### src/rtl/scpw_pkg.sv
package scpw_pkg;

  // Edge k of the table in units of 2^-frac, spread quadratically over [1,2]
  // and forced strictly increasing.
  function automatic int edge_at(int k, int n, int frac);
    int one;
    int e;
    int prev;
    one  = 1 << frac;
    prev = one;
    e    = one;
    for (int j = 0; j <= k; j++) begin
      e = one + (one * (j + 1) * (j + 1) + n * n - 1) / (n * n);
      if (e <= prev) e = prev + 1;
      prev = e;
    end
    return e;
  endfunction

  // Weight curve sampled at ratio e/2^efrac, truncated to ofrac fractional bits.
  function automatic int curve_q(int e, int efrac, int ofrac, int ow);
    real x;
    real lg;
    real w;
    real q;
    int  lim;
    x   = real'(e) / real'(1 << efrac);
    lg  = $log10(x);
    w   = 1.0e-2 / (1.0e-5 + lg * lg);
    q   = $floor(w * real'(1 << ofrac));
    lim = (1 << ow) - 1;
    if (q > real'(lim)) return lim;
    return $rtoi(q);
  endfunction

  // Value returned for equal neighbours: 1000, saturated to the output width.
  function automatic int sat_top(int ow, int ofrac);
    int v;
    int lim;
    v   = 1000 << ofrac;
    lim = (1 << ow) - 1;
    return (v > lim) ? lim : v;
  endfunction

endpackage

### src/rtl/scpw_fold.sv
module scpw_fold #(
  parameter int PIX_W = 8
) (
  input  logic             clk,
  input  logic             rst_n,
  input  logic             in_valid,
  input  logic [PIX_W-1:0] pix_a,
  input  logic [PIX_W-1:0] pix_b,
  output logic             s1_valid,
  output logic [PIX_W:0]   s1_num,
  output logic [PIX_W:0]   s1_den,
  output logic             s1_eq
);
  localparam int OPW = PIX_W + 1;

  logic [OPW-1:0] a_inc;
  logic [OPW-1:0] b_inc;
  logic           swap_evt;
  logic           equal_evt;

  assign a_inc     = {1'b0, pix_a} + OPW'(1);
  assign b_inc     = {1'b0, pix_b} + OPW'(1);
  assign swap_evt  = a_inc < b_inc;
  assign equal_evt = a_inc == b_inc;

  always_ff @(posedge clk) begin
    if (!rst_n) begin
      s1_valid <= 1'b0;
      s1_num   <= '0;
      s1_den   <= '0;
      s1_eq    <= 1'b0;
    end else begin
      s1_valid <= in_valid;
      if (in_valid) begin
        s1_num <= swap_evt ? b_inc : a_inc;
        s1_den <= swap_evt ? a_inc : b_inc;
        s1_eq  <= equal_evt;
      end
    end
  end
endmodule

### src/rtl/scpw_cmp_array.sv
module scpw_cmp_array
  import scpw_pkg::*;
#(
  parameter int PIX_W     = 8,
  parameter int N_EDGES   = 23,
  parameter int EDGE_FRAC = 6,
  parameter int IDX_W     = $clog2(N_EDGES + 1)
) (
  input  logic               clk,
  input  logic               rst_n,
  input  logic               s1_valid,
  input  logic [PIX_W:0]     s1_num,
  input  logic [PIX_W:0]     s1_den,
  input  logic               s1_eq,
  output logic [N_EDGES-1:0] therm,
  output logic               s2_valid,
  output logic [IDX_W-1:0]   s2_idx,
  output logic               s2_eq
);
  localparam int OPW = PIX_W + 1;
  localparam int EW  = EDGE_FRAC + 2;
  localparam int PW  = OPW + EW;

  logic [PW-1:0]    lhs;
  logic [IDX_W-1:0] count_c;

  assign lhs = PW'({s1_num, {EDGE_FRAC{1'b0}}});

  for (genvar k = 0; k < N_EDGES; k++) begin : g_cmp
    localparam int EK = edge_at(k, N_EDGES, EDGE_FRAC);
    logic [PW-1:0] rhs;
    assign rhs      = PW'(s1_den) * PW'(EK);
    assign therm[k] = lhs >= rhs;
  end

  always_comb begin
    count_c = '0;
    for (int k = 0; k < N_EDGES; k++) begin
      count_c = count_c + IDX_W'(therm[k]);
    end
  end

  always_ff @(posedge clk) begin
    if (!rst_n) begin
      s2_valid <= 1'b0;
      s2_idx   <= '0;
      s2_eq    <= 1'b0;
    end else begin
      s2_valid <= s1_valid;
      if (s1_valid) begin
        s2_idx <= count_c;
        s2_eq  <= s1_eq;
      end
    end
  end
endmodule

### src/rtl/scpw_lut.sv
module scpw_lut
  import scpw_pkg::*;
#(
  parameter int N_EDGES   = 23,
  parameter int EDGE_FRAC = 6,
  parameter int OUT_FRAC  = 6,
  parameter int OUT_W     = 16,
  parameter int IDX_W     = $clog2(N_EDGES + 1)
) (
  input  logic             clk,
  input  logic             rst_n,
  input  logic             s2_valid,
  input  logic [IDX_W-1:0] s2_idx,
  input  logic             s2_eq,
  output logic             out_valid,
  output logic [OUT_W-1:0] weight
);
  localparam int TOP_E = 2 << EDGE_FRAC;
  localparam logic [OUT_W-1:0] SATV = OUT_W'(sat_top(OUT_W, OUT_FRAC));

  logic [OUT_W-1:0] table_w [0:N_EDGES];
  logic [OUT_W-1:0] sel_w;

  for (genvar i = 0; i <= N_EDGES; i++) begin : g_seg
    localparam int EI = (i < N_EDGES) ? edge_at(i, N_EDGES, EDGE_FRAC) : TOP_E;
    localparam int VI = curve_q(EI, EDGE_FRAC, OUT_FRAC, OUT_W);
    assign table_w[i] = OUT_W'(VI);
  end

  always_comb begin
    sel_w = table_w[N_EDGES];
    for (int i = 0; i <= N_EDGES; i++) begin
      if (s2_idx == IDX_W'(i)) sel_w = table_w[i];
    end
  end

  always_ff @(posedge clk) begin
    if (!rst_n) begin
      out_valid <= 1'b0;
      weight    <= '0;
    end else begin
      out_valid <= s2_valid;
      if (s2_valid) weight <= s2_eq ? SATV : sel_w;
    end
  end
endmodule

### src/rtl/scpw_coef_gen.sv
module scpw_coef_gen #(
  parameter int PIX_W     = 8,
  parameter int N_EDGES   = 23,
  parameter int EDGE_FRAC = 6,
  parameter int OUT_FRAC  = 6,
  parameter int OUT_W     = 16
) (
  input  logic             clk,
  input  logic             rst_n,
  input  logic             in_valid,
  input  logic [PIX_W-1:0] pix_prev,
  input  logic [PIX_W-1:0] pix_next,
  output logic             out_valid,
  output logic [OUT_W-1:0] weight
);
  localparam int IDX_W = $clog2(N_EDGES + 1);

  logic               s1_valid;
  logic [PIX_W:0]     s1_num;
  logic [PIX_W:0]     s1_den;
  logic               s1_eq;
  logic [N_EDGES-1:0] cmp_therm;
  logic               s2_valid;
  logic [IDX_W-1:0]   s2_idx;
  logic               s2_eq;

  scpw_fold #(.PIX_W(PIX_W)) u_fold (
    .clk(clk), .rst_n(rst_n), .in_valid(in_valid),
    .pix_a(pix_prev), .pix_b(pix_next),
    .s1_valid(s1_valid), .s1_num(s1_num), .s1_den(s1_den), .s1_eq(s1_eq)
  );

  scpw_cmp_array #(
    .PIX_W(PIX_W), .N_EDGES(N_EDGES), .EDGE_FRAC(EDGE_FRAC), .IDX_W(IDX_W)
  ) u_cmp (
    .clk(clk), .rst_n(rst_n),
    .s1_valid(s1_valid), .s1_num(s1_num), .s1_den(s1_den), .s1_eq(s1_eq),
    .therm(cmp_therm), .s2_valid(s2_valid), .s2_idx(s2_idx), .s2_eq(s2_eq)
  );

  scpw_lut #(
    .N_EDGES(N_EDGES), .EDGE_FRAC(EDGE_FRAC), .OUT_FRAC(OUT_FRAC),
    .OUT_W(OUT_W), .IDX_W(IDX_W)
  ) u_lut (
    .clk(clk), .rst_n(rst_n),
    .s2_valid(s2_valid), .s2_idx(s2_idx), .s2_eq(s2_eq),
    .out_valid(out_valid), .weight(weight)
  );
endmodule

### config.mk
export PLATFORM = sky130hd
export DESIGN_NAME = scpw_coef_gen
export DESIGN_NICKNAME = d
export VERILOG_FILES = /design/src/rtl/scpw_pkg.sv /design/src/rtl/scpw_fold.sv /design/src/rtl/scpw_cmp_array.sv /design/src/rtl/scpw_lut.sv /design/src/rtl/scpw_coef_gen.sv
export SDC_FILE = /design/constraint.sdc
export NUM_CORES = 1
export LEC_CHECK = 0
export ABC_CLOCK_PERIOD_IN_PS = 25500
export BUFFER_PORTS_ARGS = -buffer_cell sky130_fd_sc_hd__buf_4
export CAP_MARGIN = 20
export CORE_MARGIN = 1
export CORE_UTILIZATION = 70
export CTS_CLUSTER_SIZE = 10
export DETAILED_ROUTE_END_ITERATION = 10
export PLACE_DENSITY = 0.95
export SYNTH_ARGS = -nofsm -noshare
export SYNTH_HDL_FRONTEND = slang
export SYNTH_SLANG_ARGS = --single-unit
### constraint.sdc
create_clock -name clk -period 25.5 [get_ports clk]
set_input_delay 5.1 -clock clk [delete_from_list [all_inputs] [get_ports clk]]
set_output_delay 5.1 -clock clk [all_outputs]
set_load 0.005 [all_outputs]
# Word-level counts from Yosys, hierarchy flattened
# Cells that the tools add are included.
# word_totals
register_bits	44
wordCells	131
# classes
add_sub_neg	24
n_mul	22
magnitude_cmp	24
eq_ne	24
mux	27
reduce_logical	1
# op_table
op	n
>= comparator 15 x 16 -> 1 bit	23
2-to-1 mux 14 bit	24
multiplier 9 x 7 -> 16 bit, second input constant	11
adder 5 x 1 -> 5 bit	21
multiplier 9 x 6 -> 15 bit, second input constant	5
multiplier 9 x 5 -> 14 bit, second input constant	3
equality test 5 x 4 -> 1 bit, second input constant	8
equality test 5 bit, second input constant	8
multiplier 9 x 4 -> 13 bit, second input constant	3
equality test 5 x 3 -> 1 bit, second input constant	4
adder 8 x 1 -> 9 bit, second input constant	2
2-to-1 mux 9 bit	2
2-to-1 mux 16 bit	1
equality test 5 x 2 -> 1 bit, second input constant	2
equality test 9 bit	1
< comparator 9 bit	1
equality test 5 x 1 -> 1 bit, second input constant	1
logical NOT 5 bit	1
adder 1 x 1 -> 2 bit	1

# Longest topological paths before layout
# logic_depth
ltp_word	26
mapped_depth	38
ltp_nobuf	38

# Cells and area by module
# From an unflattened synthesis, not the netlist that was laid out.
# unflattened
cells_unflattened	2539
hier_area_um2	21772.1
# modules_own_cells
module	instances	cells_each	area_per_inst_um2	seq_area_each_um2
scpw_cmp_array	1	2279	19607.6	140.1
scpw_fold	1	153	1292.5	400.4
scpw_lut	1	107	872.1	300.3

# Worst setup path before layout
# Ideal clock, no wire load.
# synth_timing
path_type	register -> register
start	register u_fold.s1_den[7]
end	register u_cmp.s2_idx[3]
setup_time_ps	65
arrival_ps	9270
required_time_ps	25435
slack_ps	16165
path_stages_with_launch	35
path_buffers	1
path_cell_list	dfxtp_1 clkbuf_1 clkinv_1 ha_1 inv_1 ha_1 inv_1 fa_1 inv_1 ha_1 ha_1 o21ai_0 a21oi_1 o21ai_0 a21oi_1 a2111oi_0 ha_1 o21ai_0 a21oi_1 a31oi_1 a31o_2 fa_1 fa_1 fa_1 inv_1 fa_1 inv_1 fa_1 inv_1 ha_1 a21o_1 a21oi_1 xnor2_1 mux2i_1 nor2b_1
# synth_between
elab_chain_len	24
elab_cells_between_ends	67
# synth_rtl
element	line	source
from (decl)	scpw_fold.sv:11	output logic [PIX_W:0] s1_den,
from (signal assigned)	scpw_fold.sv:36	s1_den <= swap_evt ? a_inc : b_inc;
multiplier 9 x 7 -> 16 bit / multiplier 9 x 6 -> 15 bit (equally long branches)	scpw_cmp_array.sv:32	assign rhs = PW'(s1_den) * PW'(EK);
>= comparator 15 x 16 -> 1 bit	scpw_cmp_array.sv:33	assign therm[k] = lhs >= rhs;
adder 1 x 1 -> 2 bit	scpw_cmp_array.sv:39	count_c = count_c + IDX_W'(therm[k]);
adder 5 x 1 -> 5 bit (20 in a row)	scpw_cmp_array.sv:39	
adder 5 x 1 -> 5 bit *	scpw_cmp_array.sv:39	
to (signal assigned)	scpw_cmp_array.sv:51	s2_idx <= count_c;
to (decl)	scpw_cmp_array.sv:17	output logic [IDX_W-1:0] s2_idx,
# Mark *: on every way between the ends. The rest lies on a longest branch, timed or not.
# A chain may end at the register's enable or synchronous reset.

# Worst setup path after layout
# layout_timing
start	register u_fold.s1_den[3]
end	register u_cmp.s2_idx[3]
# Same word-level chain as after synthesis.

==> impl_metrics.env <==
export IMPL_ys_flop_type="dfxtp_1"
export IMPL_fin_tns_setup_ns=0
export IMPL_rsz0062_at_grt="no"
export IMPL_design_area_um2=22900
export IMPL_utilization_pct=74.5
export IMPL_power_density_nw_per_um2=69.0
export IMPL_drtIter0Drc=1808
export IMPL_cp_common_cell="fa_1"
export IMPL_post_route_period_util_pct=37.2
export IMPL_sequentialPowerShare_pct=5.4
export IMPL_cts_root_buf="clkbuf_16"
export IMPL_timing_rr_start="u_fold.s1_den[3]"
export IMPL_multiInputGateArea_um2=19300
export IMPL_slowest_delay_ns=0.68
export IMPL_drt_first_pass_iters=6
export IMPL_cts_resized=0
export IMPL_syn_nets=3380
export IMPL_grt_pass1_wl_um=102000
export IMPL_min_path_cells=1
export IMPL_clkTransAtPathRegs_ns=0.06
export IMPL_async_flop_share_pct=0
export IMPL_power_switching_uw=851
export IMPL_port_buffers=35
export IMPL_ir_drop_mv=0.223
export IMPL_coreArea_um2=30700
export IMPL_setup_violations=0
export IMPL_worstSkewPairLatency_ns=0.29
export IMPL_syn_to_final_growth_pct=4.33
export IMPL_routed_wl_um=65900
export IMPL_setup_worst_path_class="register to register"
export IMPL_worstPathMaxFanout=14
export IMPL_start_kind="register"
export IMPL_cts_tree="yes"
export IMPL_cp_end_kind="register"
export IMPL_p_sw_share_pct=53.8
export IMPL_diodes=0
export IMPL_drive_gt1_share_pct=3.20
export IMPL_synth_area_um2=22000
export IMPL_power_leakage_nw=12.4
export IMPL_r2r_slack_ns=16.00
export IMPL_cts_hold_buffers_added=0
export IMPL_place_congestion=1.06
export IMPL_cp_required_ns=25.73
export IMPL_clk_path_buf_depth=2
export IMPL_p_int_uw=729
export IMPL_worstMarginPinSlew_ns=0.985
export IMPL_slew_viol_final=0
export IMPL_vias_per_cell=6.57
export IMPL_slew_headroom_pct=33.6
export IMPL_finalNetCount=3408
export IMPL_ys_ff_latch=42
export IMPL_ios=36
export IMPL_grt_pass1_vias=19800
export IMPL_post_dp_cell_area_um2=22700
export IMPL_wl_per_cell_um=21.8
export IMPL_regArea_um2=843
export IMPL_min_delay_start="u_fold.s1_num[8]"
export IMPL_synthCells=2600
export IMPL_min_path_type="register to register"
export IMPL_r2r_cells=31
export IMPL_synth_cell_types=73
export IMPL_avgSynthCellArea_um2=8.45
export IMPL_fin_crit_ns=9.50
export IMPL_ys_seq_area_share_pct=3.83
export IMPL_status="finished, final reports clean"
export IMPL_p_clk_share_pct=4.7
export IMPL_drc=0
export IMPL_hold_viol=0
export IMPL_gr_total_overflow=0
export IMPL_startpoint="u_fold.s1_den[3]"
export IMPL_p_comb_share_pct=89.9
export IMPL_start_util_pct=71.4
export IMPL_num_vias=19900
export IMPL_holdPathEnd="u_fold.s1_num[8]"
export IMPL_antenna_found_initial=1
export IMPL_die_area_um2=32100
export IMPL_dp_hpwl_um=52400
export IMPL_arrival_ns=9.73
export IMPL_ant_nets=0
export IMPL_htree_levels=2
export IMPL_drv_cap=0
export IMPL_grt_util_all_layers_pct=41.5
export IMPL_die_w_um=179
export IMPL_fmax_mhz=105
export IMPL_cts_setup_buffers=0
export IMPL_cts_sinks=42
export IMPL_fin_worst_skew_ns=0.00467
export IMPL_grt_start_max_net_pins=43
export IMPL_yosysWarningCount=0
export IMPL_numCtsBuffers=5
export IMPL_rows=64
export IMPL_die_h_um=179
export IMPL_fillerInstances=2243
export IMPL_synth_edf_count=0
export IMPL_r2r_end="u_cmp.s2_idx[3]"
export IMPL_slowest_stage="dfxtp_1"
## cells by family (layout without fill, tap and decap cells)
group                      Yosys count  count (layout)  synth area share (%)
adders and majority gates          761             761                  49.3
DFF                                 42              42                  3.83
buffers and inverters              474             503                  8.15
xor gates and xnor gates           185             185                  7.38
and+or+nand+nor                    509             509                  11.9
muxes                               39              39                  1.78
AOI/OAI and AO/OA                  590             590                  17.7
## area by class of cell
type / count / area share (%)
multi-input combinational: 2084 / 84.4
inverter: 438 / 7.18
sequential: 42 / 3.68
tap: 396 / 2.16
timing repair buffer: 57 / 1.87
clock buffer: 5 / 0.546
clock inverter: 3 / 0.191
## layer usage
metal	share of wire [%]	wire length [µm]	GRT usage, %	vias up
met5	0.020	13	0	-
met4	6.2	4080	22.0	2
met3	11	7440	10.9	315
met2	43	28600	65.3	1039
met1	39	25700	51.9	9395
li1	-	-	-	9134
## through the flow
step / hold WS (ns) / std cells / setup slack [ns] / power [mW]
floorplan: 0.471 / 2600 / 16.16 / 1.15
finish: 0.492 / 3025 / 16.00 / 1.58
global placement: 0.460 / 3017 / 16.35 / 1.41
global route: 0.512 / 3025 / 15.42 / 1.76
detailed placement: 0.473 / 3017 / 16.15 / 1.48
CTS: 0.488 / 3025 / 16.13 / 1.56
## cells in the mapped netlist, drive strengths merged (10+ instances only)
library cell / number / area share, %
a2111oi: 11 / 0.44
a211oi: 15 / 0.51
a21boi: 15 / 0.51
a21o: 56 / 1.9
a21oi: 143 / 3.3
a31oi: 26 / 0.74
and2: 11 / 0.31
and3: 16 / 0.46
buf: 11 / 0.23
clkbuf: 25 / 0.43
dfxtp: 42 / 3.8
fa: 173 / 16
ha: 588 / 34
inv: 436 / 7.5
mux2i: 39 / 1.8
nand2: 109 / 1.9
nand2b: 43 / 1.2
nand3: 51 / 1.2
nand4: 11 / 0.31
nor2: 99 / 1.7
nor2b: 59 / 1.7
nor3: 51 / 1.2
nor4: 10 / 0.28
o211a: 10 / 0.46
o211ai: 20 / 0.68
o21a: 45 / 1.5
o21ai: 130 / 3.0
o21bai: 18 / 0.62
o22ai: 12 / 0.34
o31ai: 10 / 0.34
or3: 11 / 0.31
xnor2: 99 / 3.9
xor2: 86 / 3.4
## registers in the layout, summed over array words and instances, names as in the netlist
| name | cells |
|---|---|
| u_fold.s1_num | 9 |
| u_lut.out_valid | 1 |
| u_cmp.s2_valid | 1 |
| u_lut.weight | 14 |
| u_fold.s1_valid | 1 |
| u_fold.s1_eq | 1 |
| u_fold.s1_den | 9 |
| u_cmp.s2_eq | 1 |
| u_cmp.s2_idx | 5 |
## worst max-delay path: cells and delay by family, from the launching register on
family	cells	cell delay (ns)
XOR/XNOR	1	0.15
multiplexers	1	0.10
AND/OR/NAND/NOR	3	0.34
buffers and inverters	5	0.74
AO/OA/AOI/OAI	11	3.06
adder cells (fa/ha/maj)	10	4.35
flip-flops	1	0.68
## worst max path at each step
stage                       to  slack [ns]  cells after the start
2_1_floorplan  u_cmp.s2_idx[3]       16.16                     34
3_3_place_gp   u_cmp.s2_idx[3]       16.35                     35
3_5_place_dp   u_cmp.s2_idx[3]       16.15                     35
4_1_cts        u_cmp.s2_idx[3]       16.13                     35
5_1_grt        u_cmp.s2_idx[3]       15.42                     35
6_report       u_cmp.s2_idx[3]       16.00                     31
## power by group through the flow
| stage | Combinational (mW) | Sequential, mW | Clock [mW] |
|---|---|---|---|
| after global routing | 1.59 | 0.0857 | 0.0780 |
| final | 1.42 | 0.0848 | 0.0749 |
| after CTS | 1.40 | 0.0842 | 0.0751 |
| after detailed placement | 1.39 | 0.0857 | 0 |
| after floorplan | 1.06 | 0.0890 | 0 |
| after global placement | 1.32 | 0.0852 | 0 |
## cell usage in the layout, fill, tap and decap left out, types with 59 or more instances in the layout
master,instances
o21ai_0,129
nor2_1,99
xor2_1,86
xnor2_1,99
ha_1,588
a21oi_1,142
nor2b_1,59
nand2_1,109
inv_1,436
fa_1,173
(Power assumes the default switching activity.)
